[config.mk]
export PLATFORM = sky130hd
export DESIGN_NAME = clkdiv_top
export DESIGN_NICKNAME = d
export VERILOG_FILES = /design/src/rtl/clkdiv_pkg.sv /design/src/rtl/clkdiv_ctrl.sv /design/src/rtl/clkdiv_core.sv /design/src/rtl/clkdiv_top.sv
export SDC_FILE = /design/constraint.sdc
export NUM_CORES = 2
export LEC_CHECK = 0
export ABC_AREA = 1
export CORE_MARGIN = 1
export CORE_UTILIZATION = 35
export DETAILED_ROUTE_END_ITERATION = 7
export PLACE_DENSITY = 0.49
export SKIP_LAST_GASP = 1
export SYNTH_ARGS = -nofsm -noshare
export SYNTH_HDL_FRONTEND = slang
export SYNTH_HIERARCHICAL = 1
export SYNTH_SLANG_ARGS = --single-unit
[constraint.sdc]
create_clock -name clk -period 84.2 [get_ports clk]
set_input_delay 16.84 -clock clk [delete_from_list [all_inputs] [get_ports clk]]
set_output_delay 16.84 -clock clk [all_outputs]
set_load 0.01 [all_outputs]
[src/rtl/clkdiv_pkg.sv]
package clkdiv_pkg;
  localparam int DIV_W = 16;
  localparam int REG_W = 2 * DIV_W;
  localparam logic [1:0] EN_ON = 2'b11;

  typedef logic [DIV_W-1:0] div_t;
  typedef logic [REG_W-1:0] reg_t;

  // divisor values 0 and 1 select the parent clock directly
  function automatic logic is_bypass(div_t d);
    return d < div_t'(2);
  endfunction

  // number of parent cycles the output spends high in one period
  function automatic div_t high_len(div_t d);
    return d >> 1;
  endfunction

  function automatic div_t div_field(reg_t r);
    return r[REG_W-1:DIV_W];
  endfunction
endpackage

[src/rtl/clkdiv_ctrl.sv]
module clkdiv_ctrl
  import clkdiv_pkg::*;
#(
  parameter int RATE_W = 32
) (
  input  logic              clk,
  input  logic              rst_n,
  input  logic              wr_en,
  input  reg_t              wr_data,
  input  logic              op_enable,
  input  logic              op_disable,
  input  logic              op_rate,
  input  logic [RATE_W-1:0] rate_parent,
  input  logic [RATE_W-1:0] rate_target,
  output reg_t              ctrl_q
);
  // truncated quotient; a zero target yields zero
  function automatic div_t rate_quot(logic [RATE_W-1:0] p, logic [RATE_W-1:0] t);
    logic [RATE_W-1:0] q;
    if (t == '0) return '0;
    q = p / t;
    return q[DIV_W-1:0];
  endfunction

  div_t quot;
  div_t cur_div;
  reg_t ctrl_d;

  assign quot    = rate_quot(rate_parent, rate_target);
  assign cur_div = div_field(ctrl_q);

  always_comb begin
    ctrl_d = ctrl_q;
    if (op_disable) begin
      ctrl_d = '0;
    end else if (op_rate) begin
      ctrl_d = is_bypass(quot) ? '0 : {quot, {DIV_W{1'b0}}};
    end else if (op_enable) begin
      if (!is_bypass(cur_div)) ctrl_d = {cur_div, {(DIV_W-2){1'b0}}, EN_ON};
    end else if (wr_en) begin
      ctrl_d = wr_data;
    end
  end

  always_ff @(posedge clk) begin
    if (!rst_n) ctrl_q <= '0;
    else        ctrl_q <= ctrl_d;
  end

  assert_disable_clears_R7: assert property (@(posedge clk) disable iff (!rst_n)
    op_disable |=> (ctrl_q == '0));

  assert_enable_keeps_div_R6: assert property (@(posedge clk) disable iff (!rst_n)
    (op_enable && !op_disable && !op_rate && !is_bypass(cur_div))
    |=> (ctrl_q[1:0] == EN_ON) && (div_field(ctrl_q) == $past(cur_div)));

  assert_rate_low_half_zero_R8: assert property (@(posedge clk) disable iff (!rst_n)
    (op_rate && !op_disable) |=> (ctrl_q[DIV_W-1:0] == '0));
endmodule

[src/rtl/clkdiv_core.sv]
module clkdiv_core
  import clkdiv_pkg::*;
(
  input  logic       clk,
  input  logic       rst_n,
  input  div_t       div_i,
  input  logic [1:0] en_i,
  output logic       div_clk_o,
  output logic       bypass_o
);
  logic run;
  logic live_q;
  div_t cnt_q, cnt_d;
  div_t act_q, act_d;
  logic out_d;
  logic wrap;

  assign bypass_o = is_bypass(div_i);
  assign run      = (en_i == EN_ON) && !bypass_o;
  assign wrap     = live_q && (cnt_q == act_q - div_t'(1));

  always_comb begin
    if (!run || !live_q || wrap) begin
      cnt_d = '0;
      act_d = div_i;
    end else begin
      cnt_d = cnt_q + div_t'(1);
      act_d = act_q;
    end
    out_d = run && (cnt_d < high_len(act_d));
  end

  always_ff @(posedge clk) begin
    if (!rst_n) begin
      cnt_q     <= '0;
      act_q     <= '0;
      live_q    <= 1'b0;
      div_clk_o <= 1'b0;
    end else begin
      cnt_q     <= cnt_d;
      act_q     <= act_d;
      live_q    <= run;
      div_clk_o <= out_d;
    end
  end

  assert_idle_low_R4: assert property (@(posedge clk) disable iff (!rst_n)
    !run |=> !div_clk_o);

  assert_count_in_range_R3: assert property (@(posedge clk) disable iff (!rst_n)
    live_q |-> (cnt_q < act_q) && (act_q >= div_t'(2)));

  assert_div_held_midperiod_R9: assert property (@(posedge clk) disable iff (!rst_n)
    (run && live_q && !wrap) |=> $stable(act_q));
endmodule

[src/rtl/clkdiv_top.sv]
module clkdiv_top
  import clkdiv_pkg::*;
#(
  parameter int RATE_W = 32
) (
  input  logic              clk,
  input  logic              rst_n,
  input  logic              wr_en,
  input  logic [31:0]       wr_data,
  output logic [31:0]       rd_data,
  input  logic              op_enable,
  input  logic              op_disable,
  input  logic              op_rate,
  input  logic [RATE_W-1:0] rate_parent,
  input  logic [RATE_W-1:0] rate_target,
  output logic              clk_out
);
  reg_t ctrl_q;
  logic div_clk;
  logic bypass;

  clkdiv_ctrl #(.RATE_W(RATE_W)) u_ctrl (
    .clk         (clk),
    .rst_n       (rst_n),
    .wr_en       (wr_en),
    .wr_data     (wr_data),
    .op_enable   (op_enable),
    .op_disable  (op_disable),
    .op_rate     (op_rate),
    .rate_parent (rate_parent),
    .rate_target (rate_target),
    .ctrl_q      (ctrl_q)
  );

  clkdiv_core u_core (
    .clk       (clk),
    .rst_n     (rst_n),
    .div_i     (div_field(ctrl_q)),
    .en_i      (ctrl_q[1:0]),
    .div_clk_o (div_clk),
    .bypass_o  (bypass)
  );

  assign rd_data = ctrl_q;
  assign clk_out = bypass ? clk : div_clk;

  assert_reset_bypass_R1: assert property (@(posedge clk)
    !rst_n |=> (rd_data == '0));
endmodule

# ---- Word level (Yosys, flattened, before mapping)
# Index checks and enable logic that the tools add are counted.
dict set report totals {
  word_cells 43
  regBits 66
}
dict set report classes {
  bitwise_logic 1
  mux 11
  div 1
  order_cmp 3
  addsub 2
  reduce_logical 14
  n_eq_ne 4
}
# op count
set op_table {}
lappend op_table {{$mux 32} 4}
lappend op_table {{$mux 16} 5}
lappend op_table {{$div 32x32->32} 1}
lappend op_table {{$logic_not 32->1} 1}
lappend op_table {{$lt 16x2->1 const B} 2}
lappend op_table {{$add 16x1->16 const B} 1}
lappend op_table {{$eq 16x16->1} 1}
lappend op_table {{$lt 16x15->1} 1}
lappend op_table {{$sub 16x1->16 const B} 1}
lappend op_table {{$reduce_and 2->1} 2}
lappend op_table {{$logic_and 1x1->1} 3}
lappend op_table {{$logic_not 1->1} 3}
lappend op_table {{$ne 3x3->1 const B} 1}
lappend op_table {{$reduce_bool 3->1} 1}
lappend op_table {{$eq 2x2->1 const B} 1}
lappend op_table {{$logic_or 1x1->1} 2}
lappend op_table {{$mux 1} 2}
lappend op_table {{$ne 2x1->1 const B} 1}
lappend op_table {{$reduce_bool 2->1} 1}
lappend op_table {{$reduce_or 2->1} 1}
lappend op_table {{$not 1->1} 1}

# ---- Logic depth before layout (Yosys ltp)
dict set report logic_depth {
  depth_word 9
  depth_mapped 550
}

# ---- Modules after synthesis
# Netlist, hierarchy kept.
# mod area_per_inst_um2 seq_area_each_um2 cells_per_inst instances
set modules_own_cells {}
lappend modules_own_cells {clkdiv_ctrl 31856.8 640.6 5222 1}
lappend modules_own_cells {clkdiv_core 2499.9 680.7 391 1}
lappend modules_own_cells {clkdiv_top 15.0 0.0 4 1}

==> impl_metrics.py <==
metrics = {
    "outcome": {
        "outcome": "complete, but fails checks",
        "violated_checks": "design-rule violations",
    },
    "global_routing": {
        "globalRouteTotalUtil": 0.234,
        "grt_first_pass_wirelength_um": 186000,
        "largest_net_degree_at_the_start_of_global_routing": 44,
        "grt_pass1_vias": 34200,
        "globalRoute.totalOverflow": 0,
        "grt_antenna_before_repair": 2,
    },
    "cells_and_area": {
        "final.fill_count": 10500,
        "area_of_combinational_cells_with_multiple_inputs_um2": 31200,
        "sequential_cell_area_um2": 1320,
        "final_layout_size_suffix_gt1_frac": 0.201,
        "finish.net_count": 6633,
        "mostFrequentLayoutCell": "sky130_fd_sc_hd__nand2_1",
        "flow.area_growth_from_synthesis_pct": 22.2,
        "highest_count_cells_in_the_layout_ignoring_fill_and_taps": "sky130_fd_sc_hd__nand2_1 (1383), sky130_fd_sc_hd__inv_1 (782), sky130_fd_sc_hd__ha_1 (477)",
    },
    "timing": {
        "grt_setup_unrepaired": "true",
        "fin_clk_skew_ps": 20.1,
        "period_minus_slack_ps": 80990,
        "report.final.slew_viol_count": 0,
        "fmax_mhz": 12.3,
        "worst_slew_margin_rel": 0.198,
        "setup-violations-final": 0,
        "layout_worst_path_cycle_share": 0.962,
        "hold_violations": 0,
        "finalWorstSetupSlack_ps": 3210,
        "setup-tns-final_ps": 0,
        "worstMarginPinSlew_ps": 1200,
    },
    "clocking": {
        "insertion_delay_ps": 470,
        "clkTransAtPathRegs_ps": 80,
        "ctsHoldBuffers": 0,
        "cts_tree": "yes",
    },
    "detailed_routing": {
        "routed_wl_um": 122000,
        "drt_first_pass_iters": 8,
        "vias_per_instance": 5.08,
        "detailed_route_iter0_violations": 1712,
        "drc": 2,
        "ant_nets": 0,
        "routed-via-count": 36900,
        "detail_route.wl_per_cell_um": 16.8,
    },
    "yosys": {
        "synth-seq-area-share": 0.0384,
        "netlist_area_um2": 34400,
        "proportion_of_synthesized_flip_flops_having_asynchronous_set_or_reset": 0,
        "synth_cell_types": 98,
        "synth_enable_flop_cells": 0,
        "most_used_dff_post_synth": "sky130_fd_sc_hd__dfxtp_1",
        "ys.warnings.count": 6,
        "postSynthAreaPerCell_um2": 6.12,
        "synth_cells": 5617,
        "ys_ff_latch": 66,
        "synth_nets": 6264,
    },
    "critical_path": {
        "cp_slowest_cell": "sky130_fd_sc_hd__clkdlybuf4s50_1",
        "critical_path_arrival_ps": 81380,
        "worst_path_most_repeated_cell": "sky130_fd_sc_hd__nand2_1",
        "crit_type": "input port to flip-flop",
        "cp_data_required_time_ps": 84600,
        "cp_max_fo": 22,
        "crit_path_start_kind": "input port",
        "cp_endpoint_kind": "flip-flop",
        "cp_slowest_stage_delay_ps": 450,
        "reg_to_reg_start": "u_core/act_q[0]",
        "crit_start": "rate_target[30]",
    },
    "run": {
        "drv_cap": 0,
    },
    "die": {
        "number_of_placement_rows": 114,
        "i_o_pins": 135,
        "die_width_um": 315,
        "dieHeight_um": 315,
        "placeableCoreArea_um2": 97000,
        "initial_utilization": 0.354,
        "design.die.area_um2": 99500,
    },
    "power_and_ir_drop": {
        "power.density_cell_area_nw_per_um2": 8.68,
        "leakage_nw": 21.3,
        "worst_ir_drop_vdd_uv": 9.45,
    },
    "hold_path": {
        "hold_start": "u_ctrl/ctrl_q[12]",
        "hold_class": "flip-flop to flip-flop",
    },
    "place": {
        "hpwl_after_detailed_placement_um": 99200,
        "placer_congestion_estimate": 0.953,
        "portBuffers": 134,
        "dpl_worst_slack_ps": -2110,
    },
}
## registers in the layout, indices dropped and copies added, names as in the netlist
name / count
u_core/div_clk_o: 1
u_core/cnt_q: 16
u_core/act_q: 16
u_ctrl/ctrl_q: 32
u_core/live_q: 1
## repair_timing
item / in CTS / in global routing
setup buffers: 15 / 110
pin swaps: 3 / 143
endpoints found under the setup margin: 5 / 6
resized for setup: 45 / 490
cloned: 0 / 11
## report_power, final
group / internal (mW) / switching [mW]
sequential: 0.0319 / 0.000975
clock: 0.0333 / 0.0175
combinational: 0.116 / 0.165
## per-stage QoR
stage	utilization	std cells	hold WS [ps]	power [mW]	instance area, um^2
3_5_place_dp	0.390	7112	456	0.285	37900
5_1_grt	0.433	7269	492	0.401	42000
4_1_cts	0.398	7146	465	0.339	38600
2_1_floorplan	-	5617	490	0.225	34400
6_report	0.433	7270	464	0.365	42000
3_3_place_gp	0.390	7112	454	0.286	37900
## kinds of logic after synthesis
| kind of cell | share of synthesized area |
|---|---|
| buffers and inverters | 0.123 |
| multiplexers | 0.0146 |
| AND/OR/NAND/NOR | 0.348 |
| XOR/XNOR | 0.0917 |
| flip-flops | 0.0384 |
| adder cells (fa/ha/maj) | 0.198 |
| AO/OA/AOI/OAI | 0.186 |
## synth_stat cells, drive strengths merged, types with 65 or more instances
library cell     n  area share
nand2         1534        0.18
inv            857       0.094
ha             545        0.20
a21oi          500       0.078
nand3          389       0.072
nor2           350       0.044
o21ai          316       0.052
xor2           238       0.061
xnor2          122       0.031
nor3            88       0.013
clkbuf          79       0.020
dfxtp           66       0.038
or2             65       0.012
## layer usage
layer  share of wire  vias to the layer above  wire length, um  GRT usage
li1                -                    19300                -          -
met1            0.47                    16900            57700      0.311
met2            0.48                      530            58700      0.417
met3           0.022                      138             2750    0.00748
met4           0.026                        0             3190     0.0522
met5               0                        -                0          0
## worst paths after layout
path                             to  slack (ps)  cells past startpoint
setup / recovery  u_ctrl/ctrl_q[16]        3210                    500
hold / removal    u_ctrl/ctrl_q[12]         460                      2
setup reg to reg   u_core/div_clk_o       80810                     21
hold reg to reg   u_ctrl/ctrl_q[12]         460                      2
## final cells by class
class                      instances  share of cell area
multi-input combinational       4578               0.743
timing repair buffer             463              0.0980
inverter                         862              0.0788
tap                             1276              0.0380
sequential                        66              0.0315
clock buffer                      14             0.00771
clock inverter                     6             0.00211
timing repair inverter             2            0.000298
antenna                            3            0.000179
## worst max-delay path: cells and delay by family
family | cells | cell delay (ps)
fa+ha+maj | 31 | 9160
buf+inv | 81 | 8250
simple gates | 249 | 26610
compound gates | 138 | 20130
xor+xnor | 1 | 130
(Power assumes the default switching activity.)
